--- src/rtl/rxbd_pkg.sv ---
package rxbd_pkg;

   localparam int unsigned BD_W = 16;

   // descriptor bit n (numbered from the MSB) sits at vector position BD_W-1-n
   localparam int unsigned B_EMPTY  = BD_W - 1 - 0;
   localparam int unsigned B_SWA    = BD_W - 1 - 1;
   localparam int unsigned B_WRAP   = BD_W - 1 - 2;
   localparam int unsigned B_SWB    = BD_W - 1 - 3;
   localparam int unsigned B_LAST   = BD_W - 1 - 4;
   localparam int unsigned B_MISS   = BD_W - 1 - 7;
   localparam int unsigned B_BCAST  = BD_W - 1 - 8;
   localparam int unsigned B_MCAST  = BD_W - 1 - 9;
   localparam int unsigned B_LONG   = BD_W - 1 - 10;
   localparam int unsigned B_NONOCT = BD_W - 1 - 11;
   localparam int unsigned B_CRC    = BD_W - 1 - 13;
   localparam int unsigned B_OVR    = BD_W - 1 - 14;
   localparam int unsigned B_TRUNC  = BD_W - 1 - 15;

   typedef enum logic [1:0] {
      RX_IDLE = 2'd0,
      RX_RECV = 2'd1,
      RX_DROP = 2'd2
   } rx_state_e;

   typedef struct packed {
      logic last;
      logic miss;
      logic bcast;
      logic mcast;
      logic too_long;
      logic non_oct;
      logic crc_bad;
      logic ovr;
      logic trunc;
   } bd_flags_t;

endpackage

--- src/rtl/rxbd_da_classify.sv ---
module rxbd_da_classify #(
   parameter int unsigned DA_BYTES = 6
) (
   input  logic       clk,
   input  logic       rst_n,
   input  logic       clr,
   input  logic       byte_vld,
   input  logic [7:0] byte_d,
   output logic       is_bcast,
   output logic       is_mcast
);
   localparam int unsigned CNT_W = $clog2(DA_BYTES + 1);

   if (DA_BYTES < 1) begin : g_bad_da
      $error("rxbd_da_classify: DA_BYTES must be at least 1");
   end

   logic [CNT_W-1:0]    seen_q;
   logic [DA_BYTES-1:0] ones_w;
   logic                group_q;
   logic                take;
   logic                full;

   assign take = byte_vld && (seen_q != CNT_W'(DA_BYTES));
   assign full = (seen_q == CNT_W'(DA_BYTES));

   always_ff @(posedge clk) begin
      if (!rst_n || clr) begin
         seen_q  <= '0;
         group_q <= 1'b0;
      end else if (take) begin
         seen_q <= seen_q + 1'b1;
         if (seen_q == '0) group_q <= byte_d[0];
      end
   end

   for (genvar i = 0; i < DA_BYTES; i++) begin : g_byte
      logic all_ones_q;
      always_ff @(posedge clk) begin
         if (!rst_n || clr)
            all_ones_q <= 1'b0;
         else if (take && (seen_q == CNT_W'(i)))
            all_ones_q <= (byte_d == 8'hFF);
      end
      assign ones_w[i] = all_ones_q;
   end

   assign is_bcast = full && (&ones_w);
   assign is_mcast = full && group_q && !(&ones_w);

endmodule

--- src/rtl/rxbd_len_track.sv ---
module rxbd_len_track #(
   parameter int unsigned LEN_W     = 11,
   parameter int unsigned BUF_BYTES = 64
) (
   input  logic             clk,
   input  logic             rst_n,
   input  logic             clr,
   input  logic             byte_vld,
   output logic [LEN_W-1:0] frame_len,
   output logic             trunc,
   output logic             chain_now
);
   localparam int unsigned LEN_MAX = (1 << LEN_W) - 1;
   localparam int unsigned BUF_W   = $clog2(BUF_BYTES + 1);

   if (LEN_W < 4 || LEN_W > 16) begin : g_bad_len
      $error("rxbd_len_track: LEN_W out of range 4..16");
   end
   if (BUF_BYTES < 1 || BUF_BYTES > LEN_MAX) begin : g_bad_buf
      $error("rxbd_len_track: BUF_BYTES must lie in 1..2**LEN_W-1");
   end

   logic [LEN_W-1:0] len_q;
   logic [BUF_W-1:0] buf_q;
   logic             trunc_q;
   logic             at_limit;
   logic             accept;

   assign at_limit  = (len_q == LEN_W'(LEN_MAX));
   assign accept    = byte_vld && !at_limit;
   assign chain_now = accept && (buf_q == BUF_W'(BUF_BYTES));

   always_ff @(posedge clk) begin
      if (!rst_n || clr) begin
         len_q   <= '0;
         buf_q   <= '0;
         trunc_q <= 1'b0;
      end else begin
         if (accept) begin
            len_q <= len_q + 1'b1;
            buf_q <= chain_now ? BUF_W'(1) : buf_q + 1'b1;
         end
         if (byte_vld && at_limit) trunc_q <= 1'b1;
      end
   end

   assign frame_len = len_q;
   assign trunc     = trunc_q;

endmodule

--- src/rtl/rxbd_ring_ptr.sv ---
module rxbd_ring_ptr #(
   parameter int unsigned IDX_W = 4
) (
   input  logic             clk,
   input  logic             rst_n,
   input  logic [IDX_W-1:0] base,
   input  logic             advance,
   input  logic             wrap,
   output logic [IDX_W-1:0] idx
);
   if (IDX_W < 1 || IDX_W > 12) begin : g_bad_idx
      $error("rxbd_ring_ptr: IDX_W out of range 1..12");
   end

   always_ff @(posedge clk) begin
      if (!rst_n)
         idx <= base;
      else if (advance)
         idx <= wrap ? base : idx + 1'b1;
   end

endmodule

--- src/rtl/rxbd_status_pack.sv ---
module rxbd_status_pack
   import rxbd_pkg::*;
(
   input  logic [BD_W-1:0] desc_word,
   input  logic            last,
   input  logic            promisc,
   input  logic            addr_hit,
   input  logic            bcast,
   input  logic            mcast,
   input  logic            too_long,
   input  logic            dribble,
   input  logic            crc_bad,
   input  logic            ovr,
   input  logic            trunc,
   output logic [BD_W-1:0] word
);
   bd_flags_t fl;

   always_comb begin
      fl          = '0;
      fl.last     = last;
      if (last) begin
         fl.ovr      = ovr;
         fl.trunc    = trunc;
         fl.bcast    = bcast;
         fl.mcast    = mcast;
         fl.miss     = promisc && !addr_hit && !ovr;
         fl.too_long = too_long && !ovr;
         fl.non_oct  = dribble && crc_bad && !ovr;
         fl.crc_bad  = crc_bad && !dribble && !ovr;
      end
   end

   always_comb begin
      word           = '0;
      word[B_EMPTY]  = 1'b0;
      word[B_SWA]    = desc_word[B_SWA];
      word[B_SWB]    = desc_word[B_SWB];
      word[B_WRAP]   = desc_word[B_WRAP];
      word[B_LAST]   = fl.last;
      word[B_MISS]   = fl.miss;
      word[B_BCAST]  = fl.bcast;
      word[B_MCAST]  = fl.mcast;
      word[B_LONG]   = fl.too_long;
      word[B_NONOCT] = fl.non_oct;
      word[B_CRC]    = fl.crc_bad;
      word[B_OVR]    = fl.ovr;
      word[B_TRUNC]  = fl.trunc;
   end

endmodule

--- src/rtl/rxbd_status_writer.sv ---
module rxbd_status_writer
   import rxbd_pkg::*;
#(
   parameter int unsigned IDX_W     = 4,
   parameter int unsigned LEN_W     = 11,
   parameter int unsigned BUF_BYTES = 64,
   parameter int unsigned DA_BYTES  = 6
) (
   input  logic             clk,
   input  logic             rst_n,
   input  logic             cfg_promisc,
   input  logic [LEN_W-1:0] cfg_max_len,
   input  logic [IDX_W-1:0] cfg_ring_base,
   input  logic             rx_start,
   input  logic             rx_byte_vld,
   input  logic [7:0]       rx_byte,
   input  logic             rx_end,
   input  logic             rx_dribble,
   input  logic             rx_crc_bad,
   input  logic             rx_overrun,
   input  logic             rx_addr_hit,
   output logic [IDX_W-1:0] desc_idx,
   input  logic [BD_W-1:0]  desc_word,
   output logic             wb_valid,
   output logic [IDX_W-1:0] wb_idx,
   output logic [BD_W-1:0]  wb_word,
   output logic             no_buf
);
   rx_state_e        st_q, st_d;
   logic             pend_q, pend_d;
   logic             clr_frame;
   logic             recv_ok;
   logic             byte_take;
   logic             fire;
   logic             close_last;
   logic             nobuf_d;
   logic             chain_now;
   logic             trunc;
   logic             is_bcast, is_mcast;
   logic [LEN_W-1:0] frame_len;
   logic [BD_W-1:0]  pack_word;

   // a freshly chained descriptor is verified one cycle after the pointer moved
   assign recv_ok   = (st_q == RX_RECV) && !(pend_q && !desc_word[B_EMPTY]);
   assign byte_take = recv_ok && !rx_end && rx_byte_vld;

   always_comb begin
      st_d       = st_q;
      pend_d     = pend_q;
      clr_frame  = 1'b0;
      fire       = 1'b0;
      close_last = 1'b0;
      nobuf_d    = 1'b0;
      unique case (st_q)
         RX_IDLE: begin
            if (rx_start) begin
               if (desc_word[B_EMPTY]) begin
                  st_d      = RX_RECV;
                  pend_d    = 1'b0;
                  clr_frame = 1'b1;
               end else begin
                  st_d    = RX_DROP;
                  nobuf_d = 1'b1;
               end
            end
         end
         RX_RECV: begin
            if (!recv_ok) begin
               nobuf_d = 1'b1;
               pend_d  = 1'b0;
               st_d    = rx_end ? RX_IDLE : RX_DROP;
            end else begin
               pend_d = 1'b0;
               if (rx_end) begin
                  fire       = 1'b1;
                  close_last = 1'b1;
                  st_d       = RX_IDLE;
               end else if (chain_now) begin
                  fire   = 1'b1;
                  pend_d = 1'b1;
               end
            end
         end
         RX_DROP: begin
            if (rx_end) st_d = RX_IDLE;
         end
         default: st_d = RX_IDLE;
      endcase
   end

   always_ff @(posedge clk) begin
      if (!rst_n) begin
         st_q   <= RX_IDLE;
         pend_q <= 1'b0;
      end else begin
         st_q   <= st_d;
         pend_q <= pend_d;
      end
   end

   rxbd_da_classify #(
      .DA_BYTES (DA_BYTES)
   ) u_da (
      .clk      (clk),
      .rst_n    (rst_n),
      .clr      (clr_frame),
      .byte_vld (byte_take),
      .byte_d   (rx_byte),
      .is_bcast (is_bcast),
      .is_mcast (is_mcast)
   );

   rxbd_len_track #(
      .LEN_W     (LEN_W),
      .BUF_BYTES (BUF_BYTES)
   ) u_len (
      .clk       (clk),
      .rst_n     (rst_n),
      .clr       (clr_frame),
      .byte_vld  (byte_take),
      .frame_len (frame_len),
      .trunc     (trunc),
      .chain_now (chain_now)
   );

   rxbd_ring_ptr #(
      .IDX_W (IDX_W)
   ) u_ptr (
      .clk     (clk),
      .rst_n   (rst_n),
      .base    (cfg_ring_base),
      .advance (fire),
      .wrap    (desc_word[B_WRAP]),
      .idx     (desc_idx)
   );

   rxbd_status_pack u_pack (
      .desc_word (desc_word),
      .last      (close_last),
      .promisc   (cfg_promisc),
      .addr_hit  (rx_addr_hit),
      .bcast     (is_bcast),
      .mcast     (is_mcast),
      .too_long  ((frame_len > cfg_max_len) || trunc),
      .dribble   (rx_dribble),
      .crc_bad   (rx_crc_bad),
      .ovr       (rx_overrun),
      .trunc     (trunc),
      .word      (pack_word)
   );

   always_ff @(posedge clk) begin
      if (!rst_n) begin
         wb_valid <= 1'b0;
         wb_idx   <= '0;
         wb_word  <= '0;
         no_buf   <= 1'b0;
      end else begin
         wb_valid <= fire;
         no_buf   <= nobuf_d;
         if (fire) begin
            wb_idx  <= desc_idx;
            wb_word <= pack_word;
         end
      end
   end

endmodule

--- config.mk ---
export PLATFORM = sky130hd
export DESIGN_NAME = rxbd_status_writer
export DESIGN_NICKNAME = d
export VERILOG_FILES = /design/src/rtl/rxbd_pkg.sv /design/src/rtl/rxbd_da_classify.sv /design/src/rtl/rxbd_len_track.sv /design/src/rtl/rxbd_ring_ptr.sv /design/src/rtl/rxbd_status_pack.sv /design/src/rtl/rxbd_status_writer.sv
export SDC_FILE = /design/constraint.sdc
export NUM_CORES = 1
export LEC_CHECK = 0
export CAP_MARGIN = 15
export CORE_UTILIZATION = 45
export CTS_CLUSTER_DIAMETER = 40
export DETAILED_ROUTE_END_ITERATION = 10
export HOLD_SLACK_MARGIN = 0.15
export PLACE_DENSITY = 0.82
export SETUP_SLACK_MARGIN = 0.02
export SLEW_MARGIN = 20
export SYNTH_ARGS = -nofsm -noshare
export SYNTH_HDL_FRONTEND = slang
export SYNTH_HIERARCHICAL = 1
export SYNTH_SLANG_ARGS = --single-unit
export TNS_END_PERCENT = 10
--- constraint.sdc ---
create_clock -name clk -period 3.58 [get_ports clk]
set_input_delay 0.716 -clock clk [delete_from_list [all_inputs] [get_ports clk]]
set_output_delay 0.716 -clock clk [all_outputs]
set_load 0.02 [all_outputs]
Yosys cells after proc, flatten, opt, wreduce, memory -nomap -nowiden
Cells that the tools add are included.

Register bits after elaboration: 54. Input bits: 49. Output and inout bits: 26. Word-level logic and storage cells: 109.

Add/sub/neg operators: 4. $lt $le $gt $ge: 1. Equality and inequality tests: 15. Multiplexer cells: 30. Reduce and logical (&&, ||, !) cells: 41.

Operators by type and width (count): $logic_and A1 B1 Y1 (24); $mux W1 (17); $mux W4 (3); $add A11 B1 Y11 const B (1); $eq A11 B11 Y1 const B (1); $gt A11 B11 Y1 (1); $mux W2 (5); $eq A3 B3 Y1 const B (3); $logic_not A1 Y1 (9); $eq A8 B8 Y1 const B (1); $mux W8 (1); $add A7 B1 Y7 const B (1); $eq A7 B7 Y1 const B (1); $mux W7 (1); $eq A3 B2 Y1 const B (2); $pmux W2 S3 (1); $reduce_and A6 Y1 (1); $add A4 B1 Y4 const B (1); $ne A2 B2 Y1 const B (2); $pmux W1 S2 (2); $add A3 B1 Y3 const B (1); $eq A3 B1 Y1 const B (1); $logic_not A3 Y1 (1); $ne A3 B3 Y1 const B (1); other kinds (8) (9).

Longest topological paths before layout
Word-level depth: 14. Mapped depth: 13. Gate-level depth less buffers: 10.

By module
Netlist, hierarchy kept.

By module, submodules not included: rxbd_status_writer (times used 1, cells an instance 159, area an instance 1310.0 µm², sequential area each 500.5 µm²); rxbd_len_track (times used 1, cells an instance 109, area an instance 947.2 µm², sequential area each 380.4 µm²); rxbd_da_classify (times used 1, cells an instance 61, area an instance 576.8 µm², sequential area each 200.2 µm²); rxbd_ring_ptr (times used 1, cells an instance 17, area an instance 217.7 µm², sequential area each 120.1 µm²); rxbd_status_pack (times used 1, cells an instance 17, area an instance 140.1 µm², sequential area each 0.0 µm²).

Worst setup path before layout
No wires, ideal clock.

Kind: input-to-reg. Start point: input port desc_word[15]. End point: register u_ptr.idx[0], enable pin. Setup time: 0.306 ns. Arrival: 2.415 ns. Data required time: 3.274 ns. Setup slack: 0.859 ns. Stages on the path: 12. Path buffers: 3. Cells stage by stage: nor2b_1 nor3b_2 and2b_1 and2_1 o41ai_4 buf_6 buf_6 nor2_1 o21ai_2 inv_2 buf_6 or2b_1.

Cells in the longest elaborated chain, start to end: 13.

Ends and longest elaborated chain: start: declaration (RTL line rxbd_status_writer.sv:23) `input logic [BD_W-1:0] desc_word,`; $logic_not A1 Y1 (RTL line rxbd_status_writer.sv:44) `assign recv_ok = (st_q == RX_RECV) && !(pend_q && !desc_word[B_EMPTY]);`; $logic_and A1 B1 Y1 (RTL line rxbd_status_writer.sv:44); $logic_not A1 Y1 (RTL line rxbd_status_writer.sv:44); $logic_and A1 B1 Y1 (RTL line rxbd_status_writer.sv:44); $logic_and A1 B1 Y1 (2 in a row) (RTL line rxbd_status_writer.sv:45) `assign byte_take = recv_ok && !rx_end && rx_byte_vld;`; via byte_take (RTL line rxbd_status_writer.sv:33) `logic byte_take;`; $logic_and A1 B1 Y1 (RTL line rxbd_len_track.sv:30) `assign accept = byte_vld && !at_limit;`; $logic_and A1 B1 Y1 (RTL line rxbd_len_track.sv:31) `assign chain_now = accept && (buf_q == BUF_W'(BUF_BYTES));`; via chain_now (RTL line rxbd_status_writer.sv:37) `logic chain_now;`; $mux W1 (RTL line rxbd_status_writer.sv:78) `end else if (chain_now) begin`; $mux W1 (RTL line rxbd_status_writer.sv:74) `if (rx_end) begin`; $mux W1 (RTL line rxbd_status_writer.sv:68) `if (!recv_ok) begin`; $mux W1 (RTL line rxbd_status_writer.sv:54) `unique case (st_q)`; via fire (RTL line rxbd_status_writer.sv:34) `logic fire;`; $ne A2 B1 Y1 (no source line); end signal: assignment (RTL line rxbd_ring_ptr.sv:17) `idx <= base;`; end signal: assignment (RTL line rxbd_ring_ptr.sv:19) `idx <= wrap ? base : idx + 1'b1;`; end: declaration (RTL line rxbd_ring_ptr.sv:9) `output logic [IDX_W-1:0] idx`.

The timed path passes the listed nets, and every way through them passes these cells. A chain may end at the register's enable or synchronous reset.

Worst setup path in the final report
Start point: input port desc_word[15]. End point: register u_ptr.idx[1], enable pin.

Cells in the longest elaborated chain, start to end: 13.

Ends and longest elaborated chain (RTL line): $logic_not A1 Y1 (rxbd_status_writer.sv:44); $logic_and A1 B1 Y1 (rxbd_status_writer.sv:44); $logic_not A1 Y1 (rxbd_status_writer.sv:44); $logic_and A1 B1 Y1 (rxbd_status_writer.sv:44); $logic_and A1 B1 Y1 (2 in a row) (rxbd_status_writer.sv:45); via byte_take (rxbd_status_writer.sv:33); $logic_and A1 B1 Y1 (rxbd_len_track.sv:30); $logic_and A1 B1 Y1 (rxbd_len_track.sv:31); via chain_now (rxbd_status_writer.sv:37); $mux W1 (rxbd_status_writer.sv:78); $mux W1 (rxbd_status_writer.sv:74); $mux W1 (rxbd_status_writer.sv:68); $mux W1 (rxbd_status_writer.sv:54); $ne A2 B1 Y1 (no source line).

The timed path passes the listed nets, and every way through them passes these cells.

==> results.py <==
metrics = {
    "status": {
        "status": "complete, no violations",
    },
    "setup_path": {
        "crit_path_start": "desc_word[15]",
        "start_kind": "input pin",
        "end_kind": "register",
        "crit_path_max_fanout": 12,
        "critPathKind": "input pin to register",
        "critPathArrivalTime_ps": 2870,
        "r2r-start": "st_q[0]",
        "cp.required_ps": 3610,
    },
    "worst_hold_path": {
        "hold_start": "wb_idx[3]",
        "min_path_type": "register to register",
    },
    "route": {
        "drtAntennaViolNets": 0,
        "drc": 0,
        "wl_per_cell_um": 12.49,
        "drtIter0Drc": 98,
        "drt_wl_total_mm": 6.505,
        "viasPerCell": 5.146,
        "drtPass1Iterations": 4,
        "num_vias": 2681,
    },
    "sta": {
        "fmax_mhz": 352.9,
        "slew_viol_final": 0,
        "setup_ws_ps": 745.9,
        "tightest_slew_ps": 574.5,
        "slew-limit-headroom": 0.6170,
        "clock_skew_ps": 6.759,
        "rsz0062_at_grt": "no",
        "fin_setup_tns_ps": 0,
        "period_needed_ps": 2834,
        "hold_violations": 0,
        "finalCritPeriodShare": 0.7916,
        "setup_viol": 0,
        "whs_ps": 452.5,
    },
    "power": {
        "clkPwrFrac": 0.407,
        "p_leak_nw": 1.465,
        "pwr-share-comb": 0.109,
        "power_density_nw_per_um2": 350.2,
        "switching_share": 0.2406,
        "pwr-share-seq": 0.484,
        "p_switching_mw": 0.3368,
        "peakVddDrop_mv": 0.2360,
        "p_int_mw": 1.063,
        "total_power_mw": 1.400,
    },
    "clocking": {
        "clk_pin_slew_ps": 70,
        "cts_tree": "done",
        "cts_max_level": 3,
        "cts_resized": 0,
        "cts_root_buf": "clkbuf_8",
        "cts_inserted_buffers": 9,
        "cts_num_sinks": 58,
        "cts.path.max_buffers": 2,
        "cts_hold_buf": 0,
        "postCtsSetupRepairBufs": 0,
        "clk_latency_ps": 340,
    },
    "die": {
        "row_count": 30,
        "die_y_um": 86.22,
        "dieArea_um2": 7434,
        "die_x_um": 86.22,
        "core_area_um2": 6832,
        "pin_count": 75,
        "start_util": 0.4672,
    },
    "placement": {
        "portBuffers": 62,
        "dp_slack_ps": 390.9,
        "dpl.hpwl_mm": 4.776,
        "gp_congestion": 0.8330,
        "place_area_um2": 3812,
    },
    "synth": {
        "synth-seq-cells": 58,
        "seq_area_frac_synth": 0.3763,
        "syn_inst": 363,
        "synth_edf_count": 4,
        "synth_area_um2": 3192,
        "yosysWarnings": 6,
        "synth_cell_types": 55,
        "avgSynthCellArea_um2": 8.793,
        "synth_ff_type": "dfxtp_1",
        "async_flop_share": 0,
    },
    "global_route": {
        "grt_pass1_wl_mm": 10.74,
        "grt_pass1_vias": 2522,
        "grt.total_usage": 0.1835,
        "antenna_found_initial": 0,
        "grt_max_degree": 31,
        "gr-total-overflow": 0,
    },
    "cells_and_area": {
        "diodes": 0,
        "register_area_um2": 1201,
        "final_area_um2": 3998,
        "syn_to_final_growth_pct": 25.24,
        "num-fill-cells": 630,
        "drive_gt1_frac": 0.1153,
        "multi_input_area_um2": 1758,
        "nets": 489,
    },
    "job": {
        "max-cap-violations": 0,
    },
}
cells by family after synthesis:
logic type / after synthesis / share of synthesized area
multiplexers: 6 / 0.02038
adder cells (fa/ha/maj): 20 / 0.07840
flip-flops: 58 / 0.3763
XOR/XNOR: 4 / 0.01098
buffers and inverters: 44 / 0.07644
other: 1 / 0.001175
AO/OA/AOI/OAI: 79 / 0.1835
AND/OR/NAND/NOR: 151 / 0.2528
layout make-up:
class / count / share of cell area
Multi-Input combinational cell: 264 / 0.4398
Sequential cell: 58 / 0.3005
Timing Repair Buffer: 67 / 0.1646
Clock buffer: 10 / 0.03192
Tap cell: 96 / 0.03005
Inverter: 20 / 0.01878
Clock inverter: 6 / 0.01440
power by group through the flow:
stage               Clock, mW  Combinational (mW)  Sequential (mW)
finish                  0.570               0.152            0.678
global route            0.620               0.166            0.679
CTS                     0.584               0.153            0.678
detailed placement          0               0.152            0.692
global placement            0               0.148            0.691
floorplan                   0              0.0801            0.697
flip-flops by register name (all words and copies together), names as in the netlist, 2 cells and up:
name / cells
u_da/g_byte.all_ones_q: 6
wb_idx: 4
st_q: 2
u_len/frame_len: 11
u_ptr/idx: 4
u_len/buf_q: 7
u_da/seen_q: 3
wb_word: 16
layout by cell type, fill, tap and decap left out, types with 11 or more instances in the layout:
master	count
a21boi_1	11
a21oi_1	24
clkdlybuf4s50_1	62
dfxtp_1	54
ha_1	20
inv_1	19
nand2_1	57
nand3_1	17
nor2_1	17
cells in the mapped netlist (6+ instances only):
library cell / count / share of area
a21boi_1: 11 / 0.026
a21boi_2: 7 / 0.025
a21oi_1: 24 / 0.038
and2_1: 6 / 0.012
buf_2: 6 / 0.0094
buf_4: 9 / 0.021
dfxtp_1: 54 / 0.34
ha_1: 20 / 0.078
inv_1: 19 / 0.022
nand2_1: 57 / 0.067
nand3_1: 17 / 0.027
nor2_1: 17 / 0.020
o21ai_0: 9 / 0.014
or3_1: 7 / 0.014
stage by stage:
stage          std cells  utilization
6_report             521       0.5852
4_1_cts              521       0.5852
3_3_place_gp         505       0.5581
2_1_floorplan        366            -
5_1_grt              521       0.5852
3_5_place_dp         505       0.5581
layer usage:
| layer | up-vias | track usage | wire length [µm] |
|---|---|---|---|
| met3 | 8 | 0.06000 | 269 |
| li1 | 1371 | - | - |
| met5 | - | 0 | 0 |
| met2 | 53 | 0.3225 | 3267 |
| met4 | 0 | 0.05909 | 68 |
| met1 | 1249 | 0.2105 | 2900 |
critical path, cell delays in order:
cell	delay, ps
clkdlybuf4s50_1	560
nor2b_1	90
nor3b_2	250
and2b_1	210
and2_1	220
o41ai_4	100
nor2_1	210
o21ai_2	90
inv_2	170
or2b_1	240
worst paths after layout:
kind | to | slack, ps | depth (start not counted)
setup reg to reg | u_ptr/idx[1] | 1260 | 8
setup / recovery | u_ptr/idx[1] | 750 | 10
hold / removal | wb_idx[3] | 450 | 2
hold reg to reg | wb_idx[3] | 450 | 2
(Power assumes the default switching activity.)
